File: src/rtl/sbs_pkg.sv
`timescale 1ns/1ps
// Shared types and decoding for the SDRAM burst column sequencer.
// Assumes the burst length code is a 3-bit mode field.
package sbs_pkg;

    localparam logic [2:0] BLC_1    = 3'd0;
    localparam logic [2:0] BLC_2    = 3'd1;
    localparam logic [2:0] BLC_4    = 3'd2;
    localparam logic [2:0] BLC_8    = 3'd3;
    localparam logic [2:0] BLC_PAGE = 3'd7;

    // Per-burst settings captured at the command
    typedef struct packed {
        logic       is_wr;
        logic       ilv;
        logic       page;
        logic [1:0] len_log;
    } burst_cfg_t;

    // Map the mode fields of a command onto the captured burst settings
    function automatic burst_cfg_t decode_cfg(input logic [2:0] code,
                                              input logic       ilv,
                                              input logic       wr);
        burst_cfg_t c;
        c.is_wr   = wr;
        c.ilv     = ilv;
        c.page    = 1'b0;
        c.len_log = 2'd0;
        case (code)
            BLC_1:    c.len_log = 2'd0;
            BLC_2:    c.len_log = 2'd1;
            BLC_4:    c.len_log = 2'd2;
            BLC_8:    c.len_log = 2'd3;
            BLC_PAGE: c.page    = 1'b1;
            default:  c.len_log = 2'd0;
        endcase
        return c;
    endfunction

endpackage

File: src/rtl/sbs_beat_ctl.sv
`timescale 1ns/1ps
// Beat controller: tracks the running burst and its beat index.
// A new command takes over in its own cycle; write wins over read.
// Assumes mode inputs are only sampled in the command cycle.
module sbs_beat_ctl
    import sbs_pkg::*;
#(
    parameter int COL_W = 9
) (
    input  logic             clk,
    input  logic             rst_n,
    input  logic             cmd_rd,
    input  logic             cmd_wr,
    input  logic [COL_W-1:0] start_col,
    input  logic [2:0]       bl_code,
    input  logic             burst_il,
    output logic             beat_act,
    output logic [COL_W-1:0] beat_idx,
    output logic [COL_W-1:0] beat_base,
    output burst_cfg_t       beat_cfg
);

    logic             run_q;
    logic [COL_W-1:0] cnt_q;
    logic [COL_W-1:0] base_q;
    burst_cfg_t       cfg_q;
    logic [COL_W-1:0] last_idx;
    logic             is_last;

    // Select the new command or the running burst for this cycle
    always_comb begin
        if (cmd_rd || cmd_wr) begin
            beat_act  = 1'b1;
            beat_idx  = '0;
            beat_base = start_col;
            beat_cfg  = decode_cfg(bl_code, burst_il, cmd_wr);
        end else begin
            beat_act  = run_q;
            beat_idx  = cnt_q;
            beat_base = base_q;
            beat_cfg  = cfg_q;
        end
        last_idx = COL_W'((32'd1 << beat_cfg.len_log) - 32'd1);
        is_last  = !beat_cfg.page && (beat_idx == last_idx);
    end

    // Advance the beat counter and hold the burst settings
    always_ff @(posedge clk) begin
        if (!rst_n) begin
            run_q  <= 1'b0;
            cnt_q  <= '0;
            base_q <= '0;
            cfg_q  <= '0;
        end else begin
            if (beat_act && !is_last) begin
                run_q <= 1'b1;
                cnt_q <= beat_idx + COL_W'(1);
            end else begin
                run_q <= 1'b0;
                cnt_q <= '0;
            end
            base_q <= beat_base;
            cfg_q  <= beat_cfg;
        end
    end

endmodule

File: src/rtl/sbs_addr_gen.sv
`timescale 1ns/1ps
// Column address generator: combines start column and beat index
// in sequential (aligned wrap) or interleaved (XOR) order.
// A full page always counts sequentially around the whole page.
module sbs_addr_gen #(
    parameter int COL_W  = 9,
    parameter bit ILV_EN = 1'b1
) (
    input  logic             act,
    input  logic [COL_W-1:0] base,
    input  logic [COL_W-1:0] idx,
    input  logic             ilv,
    input  logic             page,
    input  logic [1:0]       len_log,
    output logic [COL_W-1:0] col
);

    logic [COL_W-1:0] wrap_mask;
    logic [COL_W-1:0] seq_col;
    logic [COL_W-1:0] ilv_col;
    logic             use_ilv;

    // Wrap mask and sequential address inside the aligned block
    always_comb begin
        wrap_mask = page ? '1 : COL_W'((32'd1 << len_log) - 32'd1);
        seq_col   = (base & ~wrap_mask) | ((base + idx) & wrap_mask);
        ilv_col   = base ^ (idx & wrap_mask);
    end

    generate
        if (ILV_EN) begin : g_ilv
            assign use_ilv = ilv && !page;
        end else begin : g_seq_only
            assign use_ilv = 1'b0;
        end
    endgenerate

    // Pick the order and force zero when no beat is issued
    always_comb begin
        if (!act)         col = '0;
        else if (use_ilv) col = ilv_col;
        else              col = seq_col;
    end

endmodule

File: src/rtl/sbs_rd_pipe.sv
`timescale 1ns/1ps
// Read return pipeline: delays read beats by CAS latency MIN_LAT or
// MIN_LAT+1 and delays the mask by DQM_LAT to gate output enable.
// Assumes lat_sel is stable while read beats are in flight.
module sbs_rd_pipe #(
    parameter int MIN_LAT = 2,
    parameter int DQM_LAT = 2
) (
    input  logic clk,
    input  logic rst_n,
    input  logic rd_beat,
    input  logic lat_sel,
    input  logic dqm,
    output logic rd_valid,
    output logic rd_oe
);

    localparam int MAX_LAT = MIN_LAT + 1;

    logic [MAX_LAT-1:0] vld_sh;
    logic [DQM_LAT-1:0] dqm_sh;

    // Shift read beats toward the data return cycle
    always_ff @(posedge clk) begin
        if (!rst_n) vld_sh <= '0;
        else        vld_sh <= {vld_sh[MAX_LAT-2:0], rd_beat};
    end

    generate
        if (DQM_LAT == 1) begin : g_dqm_one
            // Single-stage mask delay
            always_ff @(posedge clk) begin
                if (!rst_n) dqm_sh <= '0;
                else        dqm_sh <= dqm;
            end
        end else begin : g_dqm_multi
            // Multi-stage mask delay
            always_ff @(posedge clk) begin
                if (!rst_n) dqm_sh <= '0;
                else        dqm_sh <= {dqm_sh[DQM_LAT-2:0], dqm};
            end
        end
    endgenerate

    // Tap the selected latency and gate enable with the delayed mask
    always_comb begin
        rd_valid = lat_sel ? vld_sh[MAX_LAT-1] : vld_sh[MIN_LAT-1];
        rd_oe    = rd_valid && !dqm_sh[DQM_LAT-1];
    end

endmodule

File: src/rtl/sdram_burst_seq.sv
`timescale 1ns/1ps
// SDRAM burst column sequencer top: issues per-beat column addresses,
// write accept and mask in the beat cycle, and read valid / output
// enable after the CAS latency. A new command cuts a running burst.
// Assumes cas_lat is static while reads are outstanding.
module sdram_burst_seq
    import sbs_pkg::*;
#(
    parameter int COL_W      = 9,
    parameter int CL_MIN     = 2,
    parameter int RD_DQM_LAT = 2
) (
    input  logic             clk,
    input  logic             rst_n,
    input  logic             cmd_rd,
    input  logic             cmd_wr,
    input  logic [COL_W-1:0] start_col,
    input  logic [2:0]       bl_code,
    input  logic             burst_il,
    input  logic             cas_lat,
    input  logic             dqm,
    output logic             col_valid,
    output logic [COL_W-1:0] col_addr,
    output logic             wr_accept,
    output logic             wr_mask,
    output logic             rd_valid,
    output logic             rd_oe
);

    logic             beat_act;
    logic [COL_W-1:0] beat_idx;
    logic [COL_W-1:0] beat_base;
    burst_cfg_t       beat_cfg;
    logic             rd_beat;

    sbs_beat_ctl #(.COL_W(COL_W)) u_beat (
        .clk       (clk),
        .rst_n     (rst_n),
        .cmd_rd    (cmd_rd),
        .cmd_wr    (cmd_wr),
        .start_col (start_col),
        .bl_code   (bl_code),
        .burst_il  (burst_il),
        .beat_act  (beat_act),
        .beat_idx  (beat_idx),
        .beat_base (beat_base),
        .beat_cfg  (beat_cfg)
    );

    sbs_addr_gen #(.COL_W(COL_W), .ILV_EN(1'b1)) u_addr (
        .act     (beat_act),
        .base    (beat_base),
        .idx     (beat_idx),
        .ilv     (beat_cfg.ilv),
        .page    (beat_cfg.page),
        .len_log (beat_cfg.len_log),
        .col     (col_addr)
    );

    // Split beats by direction; write beats see the mask directly
    always_comb begin
        col_valid = beat_act;
        wr_accept = beat_act && beat_cfg.is_wr;
        wr_mask   = wr_accept && dqm;
        rd_beat   = beat_act && !beat_cfg.is_wr;
    end

    sbs_rd_pipe #(.MIN_LAT(CL_MIN), .DQM_LAT(RD_DQM_LAT)) u_rd (
        .clk      (clk),
        .rst_n    (rst_n),
        .rd_beat  (rd_beat),
        .lat_sel  (cas_lat),
        .dqm      (dqm),
        .rd_valid (rd_valid),
        .rd_oe    (rd_oe)
    );

endmodule

File: config.mk
export PLATFORM = sky130hd
export DESIGN_NAME = sdram_burst_seq
export DESIGN_NICKNAME = d
export VERILOG_FILES = /design/src/rtl/sbs_pkg.sv /design/src/rtl/sbs_beat_ctl.sv /design/src/rtl/sbs_addr_gen.sv /design/src/rtl/sbs_rd_pipe.sv /design/src/rtl/sdram_burst_seq.sv
export SDC_FILE = /design/constraint.sdc
export NUM_CORES = 1
export LEC_CHECK = 0
export BUFFER_PORTS_ARGS = -buffer_cell sky130_fd_sc_hd__clkbuf_2
export CORE_MARGIN = 4
export CORE_UTILIZATION = 58
export DETAILED_ROUTE_END_ITERATION = 6
export GPL_ROUTABILITY_DRIVEN = 0
export PLACE_DENSITY = 0.78
export SLEW_MARGIN = 20
export SYNTH_ARGS = -nofsm -noshare
export SYNTH_HDL_FRONTEND = slang
export SYNTH_HIERARCHICAL = 1
export SYNTH_SLANG_ARGS = --single-unit
File: constraint.sdc
create_clock -name clk -period 9 [get_ports clk]
set_clock_uncertainty 0.15 [all_clocks]
set_input_delay 0.45 -clock clk [delete_from_list [all_inputs] [get_ports clk]]
set_output_delay 0.45 -clock clk [all_outputs]
set_load 0.01 [all_outputs]
[Word level (Yosys, flattened, before mapping)]
Cells that the tools add are included.
Cells by class
  add/sub/neg operators: 3
  eq/ne operators: 5
  shifts and indexed selects: 1
  multiplexer cells: 11
  bitwise operators: 6
  reductions and logical operators: 13
Operators with widths (number)
  9-bit 2-to-1 mux: 5
  9-bit bitwise AND: 3
  9-bit by 1-bit adder with 9-bit output, second input constant: 1
  9-bit adder: 1
  9-bit equality test: 1
  9-bit NOT: 1
  9-bit bitwise OR: 1
  1-bit by 2-bit left shift with 9-bit output, first input constant: 1
  9-bit by 1-bit subtractor with 9-bit output, second input constant: 1
  9-bit bitwise XOR: 1
  1-bit logical AND: 7
  3-bit by 2-bit equality test with 1-bit output, second input constant: 2
  2-bit one-hot mux with 3 select lines: 1
  5-bit 2-to-1 mux: 1
  1-bit zero test: 4
  1-bit 2-to-1 mux: 4
  3-bit by 1-bit equality test with 1-bit output, second input constant: 1
  3-bit equality test, second input constant: 1
  2-bit AND reduction: 1
  1-bit logical OR: 1
Storage, ports and cells
  flip-flop bits (word level): 29
  input bits: 19
  output and inout bits: 14

[Logic depth before layout (Yosys ltp)]
  depth after elaboration: 11
  depth in mapped cells: 12
  depth with buffers taken out: 10

[Cells and area by module]
The synthesis kept the hierarchy.
Modules (own cells, without submodules)
  sbs_beat_ctl: instances 1, cells an instance 124, area each 1186.1 um2
  sbs_addr_gen: instances 1, cells an instance 96, area each 654.4 um2
  sbs_rd_pipe: instances 1, cells an instance 12, area each 160.2 um2
  sdram_burst_seq: instances 1, cells an instance 3, area each 23.8 um2

[Worst setup path after synthesis]
No wires, ideal clock.
  path type: input to output
  from: input port cmd_rd
  to: output port col_addr[8]
  arrival time: 3023 ps
  required time: 8400 ps
  slack: 5377 ps
  cell stages on the path: 10
  path buffers: 1
  cells stage by stage: or2_1 > buf_6 > mux2_2 > ha_1 > fa_1 > a211oi_2 > o21ai_1 > and3_4 > or4_1 > a21boi_1
On the way
  elaborated cells on any way between the ends: 19
RTL lines
  from (decl): RTL line sdram_burst_seq.sv:15  | input logic cmd_rd,
  1-bit logical OR: RTL line sbs_beat_ctl.sv:32  | if (cmd_rd || cmd_wr) begin
  9-bit 2-to-1 mux: RTL line sbs_beat_ctl.sv:32
  net beat_base[0]: RTL line sdram_burst_seq.sv:32  | logic [COL_W-1:0] beat_base;
  9-bit adder: RTL line sbs_addr_gen.sv:26  | seq_col = (base & ~wrap_mask) | ((base + idx) & wrap_mask);
  9-bit bitwise AND: RTL line sbs_addr_gen.sv:26
  9-bit bitwise OR: RTL line sbs_addr_gen.sv:26
  9-bit 2-to-1 mux: RTL line sbs_addr_gen.sv:41  | else if (use_ilv) col = ilv_col;
  9-bit 2-to-1 mux: RTL line sbs_addr_gen.sv:40  | if (!act) col = '0;
  to (decl): RTL line sdram_burst_seq.sv:23  | output logic [COL_W-1:0] col_addr,
The timed path passes the listed nets, and every way through them passes these cells.

[Final worst setup path]
  from: input port cmd_wr
  to: output port col_addr[8]
On the way
  elaborated cells on any way between the ends: 19
RTL lines
  from (decl): RTL line sdram_burst_seq.sv:16  | input logic cmd_wr,
  1-bit logical OR: RTL line sbs_beat_ctl.sv:32
  9-bit 2-to-1 mux: RTL line sbs_beat_ctl.sv:32
  net beat_base[0]: RTL line sdram_burst_seq.sv:32
  9-bit adder: RTL line sbs_addr_gen.sv:26
  9-bit bitwise AND: RTL line sbs_addr_gen.sv:26
  9-bit bitwise OR: RTL line sbs_addr_gen.sv:26
  9-bit 2-to-1 mux: RTL line sbs_addr_gen.sv:41
  9-bit 2-to-1 mux: RTL line sbs_addr_gen.sv:40
The timed path passes the listed nets, and every way through them passes these cells.

==> impl_metrics.env <==
export IMPL_status="finished, final reports clean"
export IMPL_finalSetupTns_ns=0
export IMPL_placementRows=21
export IMPL_drive_gt1_frac=0.245
export IMPL_critPathKind="input pin to primary output"
export IMPL_vias_per_cell=5.62
export IMPL_drv_slew=0
export IMPL_worst_slack_ns=4.68
export IMPL_synth_cell_types=64
export IMPL_port_buffer_count=32
export IMPL_grt_use_total=0.205
export IMPL_wirelength_mm=4.44
export IMPL_fin_crit_sh=0.480
export IMPL_die_x_um=67.1
export IMPL_cts_tree="done"
export IMPL_place_hpwl_mm=3.34
export IMPL_setup_violations=0
export IMPL_cts_setup_buffers=0
export IMPL_whs_ns=0.205
export IMPL_dr_total_vias=1771
export IMPL_multiInputGateArea_mm2=0.00136
export IMPL_dp_worst_setup_slack_ns=4.66
export IMPL_grt_overflow_total=0
export IMPL_critPathRequiredTime_ns=8.40
export IMPL_cts_sinks=29
export IMPL_fin_nets=299
export IMPL_vdd_drop_max_mv=0.0555
export IMPL_n_antenna_cell=0
export IMPL_cp_max_fo=18
export IMPL_endpoint_kind="primary output"
export IMPL_numCtsBuffers=5
export IMPL_fmax_mhz=232
export IMPL_clock_path_buffers=2
export IMPL_layout_cells_non_filler=315
export IMPL_hp_class="input pin to flip-flop"
export IMPL_rsz0062_at_grt="false"
export IMPL_start_util=0.602
export IMPL_n_fill_cell=320
export IMPL_seqCellArea_um2=581
export IMPL_syn_cell_area_mm2=0.00202
export IMPL_synth_fp_nets=266
export IMPL_ys_warn_count=6
export IMPL_worst_pin_slew_ns=0.788
export IMPL_first_iter_violations=151
export IMPL_synth_cells=235
export IMPL_synth_main_ff_cell="dfxtp_1"
export IMPL_cts_root_buf="clkbuf_4"
export IMPL_cts_resized=0
export IMPL_leakage_uw=0.00100
export IMPL_slew_headroom=0.472
export IMPL_layout_common_cells="clkbuf_2, dfxtp_1, and2_1, nor2_1, a21oi_1"
export IMPL_dr_pass1_iters=4
export IMPL_p_per_area_mw_per_mm2=130
export IMPL_dpl_cell_count=307
export IMPL_fin_crit_ns=4.32
export IMPL_grt_pass1_vias=1493
export IMPL_grt_start_max_net_pins=23
export IMPL_grt_pass1_wl_mm=6.89
export IMPL_synth_edf_count=0
export IMPL_drv_cap=0
export IMPL_antenna_found_initial=0
export IMPL_area_growth_pct=12.1
export IMPL_ys_seq_area_frac=0.287
export IMPL_syn_avg_cell_area_um2=8.61
export IMPL_worstSetupStartpointType="input pin"
export IMPL_io_pins=33
export IMPL_ant_nets=0
export IMPL_final_common_cell="clkbuf_2"
export IMPL_clkLatencyLatePin_ns=0.34
export IMPL_ys_async_sr_fraction=0
export IMPL_hold_buffers=0
export IMPL_die_area_mm2=0.00450
export IMPL_drt_wirelength_per_cell_um=14.1
export IMPL_drc=0
export IMPL_htree_levels=2
export IMPL_ys_seq_elements=29
export IMPL_hold_viol_final=0
export IMPL_clk_pin_slew_ns=0.08
export IMPL_crit_arrival_ns=3.72
export IMPL_core_area_mm2=0.00336
export IMPL_die_height_um=67.1
==> final cells by class <==
class,count,area share
well taps,46,0.0254
clock buffers,7,0.0287
flip-flops and latches,29,0.256
inverters,9,0.0149
repair buffers,33,0.0739
clock inverters,1,0.00221
multi-input cells,190,0.599
==> critical path: stages <==
cell      delay, ns
clkbuf_2       0.11
or2_1          0.62
mux2_2         0.45
ha_1           0.24
fa_1           0.45
a211oi_2       0.31
o21ai_1        0.13
and3_4         0.19
or4_1          0.46
a21boi_1       0.16
clkbuf_2       0.15
==> kinds of logic after synthesis <==
kind of cell,count (synthesis),synth area share
mux,12,0.0754
compound gates,57,0.183
fa+ha+maj,13,0.0828
flops,29,0.287
simple gates,101,0.300
buf+inv,16,0.0420
xor+xnor,7,0.0303
==> sequential cells by signal (all words and copies together) (netlist names) <==
register	cells
u_beat/base_q	9
u_beat/cfg_q	5
u_beat/cnt_q	9
u_beat/run_q	1
u_rd/dqm_sh	2
u_rd/vld_sh	3
==> synth_stat cells, drive strengths merged, types with 4 or more instances <==
cell type  instances  area (um^2)
nand4              4         25.0
o21ai             16         83.8
a21oi             15         75.1
nor2              18         67.6
xnor2              5         43.8
clkbuf             4         15.0
and2              27          173
mux2              11          143
ha                11          138
nor4               4         31.3
nand2             10         37.5
nand3              7         35.0
a21o               5         38.8
inv                9         33.8
dfxtp             29          581
and3               5         37.5
nand2b             4         25.0
==> per-stage QoR <==
stage	cell area, um^2	util	total power [uW]
global placement	2200	0.654	204
CTS	2270	0.674	296
finish	2270	0.674	294
global route	2270	0.674	309
floorplan	2020	-	187
detailed placement	2200	0.654	205
==> metal layers <==
layer / global-route usage / part of all wire / vias up
met5: 0 / 0 / -
met4: 0.101 / 0.021 / 0
met3: 0.0371 / 0.043 / 9
met2: 0.306 / 0.45 / 36
met1: 0.281 / 0.49 / 812
li1: - / - / 914
==> report_power, final <==
group          switching [uW]  internal (uW)  total (uW)
Clock                    46.0           45.2        91.2
Combinational            35.4           30.4        65.8
Sequential               3.06            134         137
Total                    84.4            209         294
==> worst paths after layout <==
check,from,endpoint,slack [ns],depth (start not counted)
worst max-delay path,cmd_wr,col_addr[8],4.68,11
worst min-delay path,dqm,u_rd/dqm_sh[0],0.21,2
worst max register to register,u_beat/cnt_q[1],u_beat/cnt_q[8],6.91,7
worst min register to register,u_rd/vld_sh[0],u_rd/vld_sh[1],0.30,1
No activity file was read; power rests on OpenSTA's default activity.
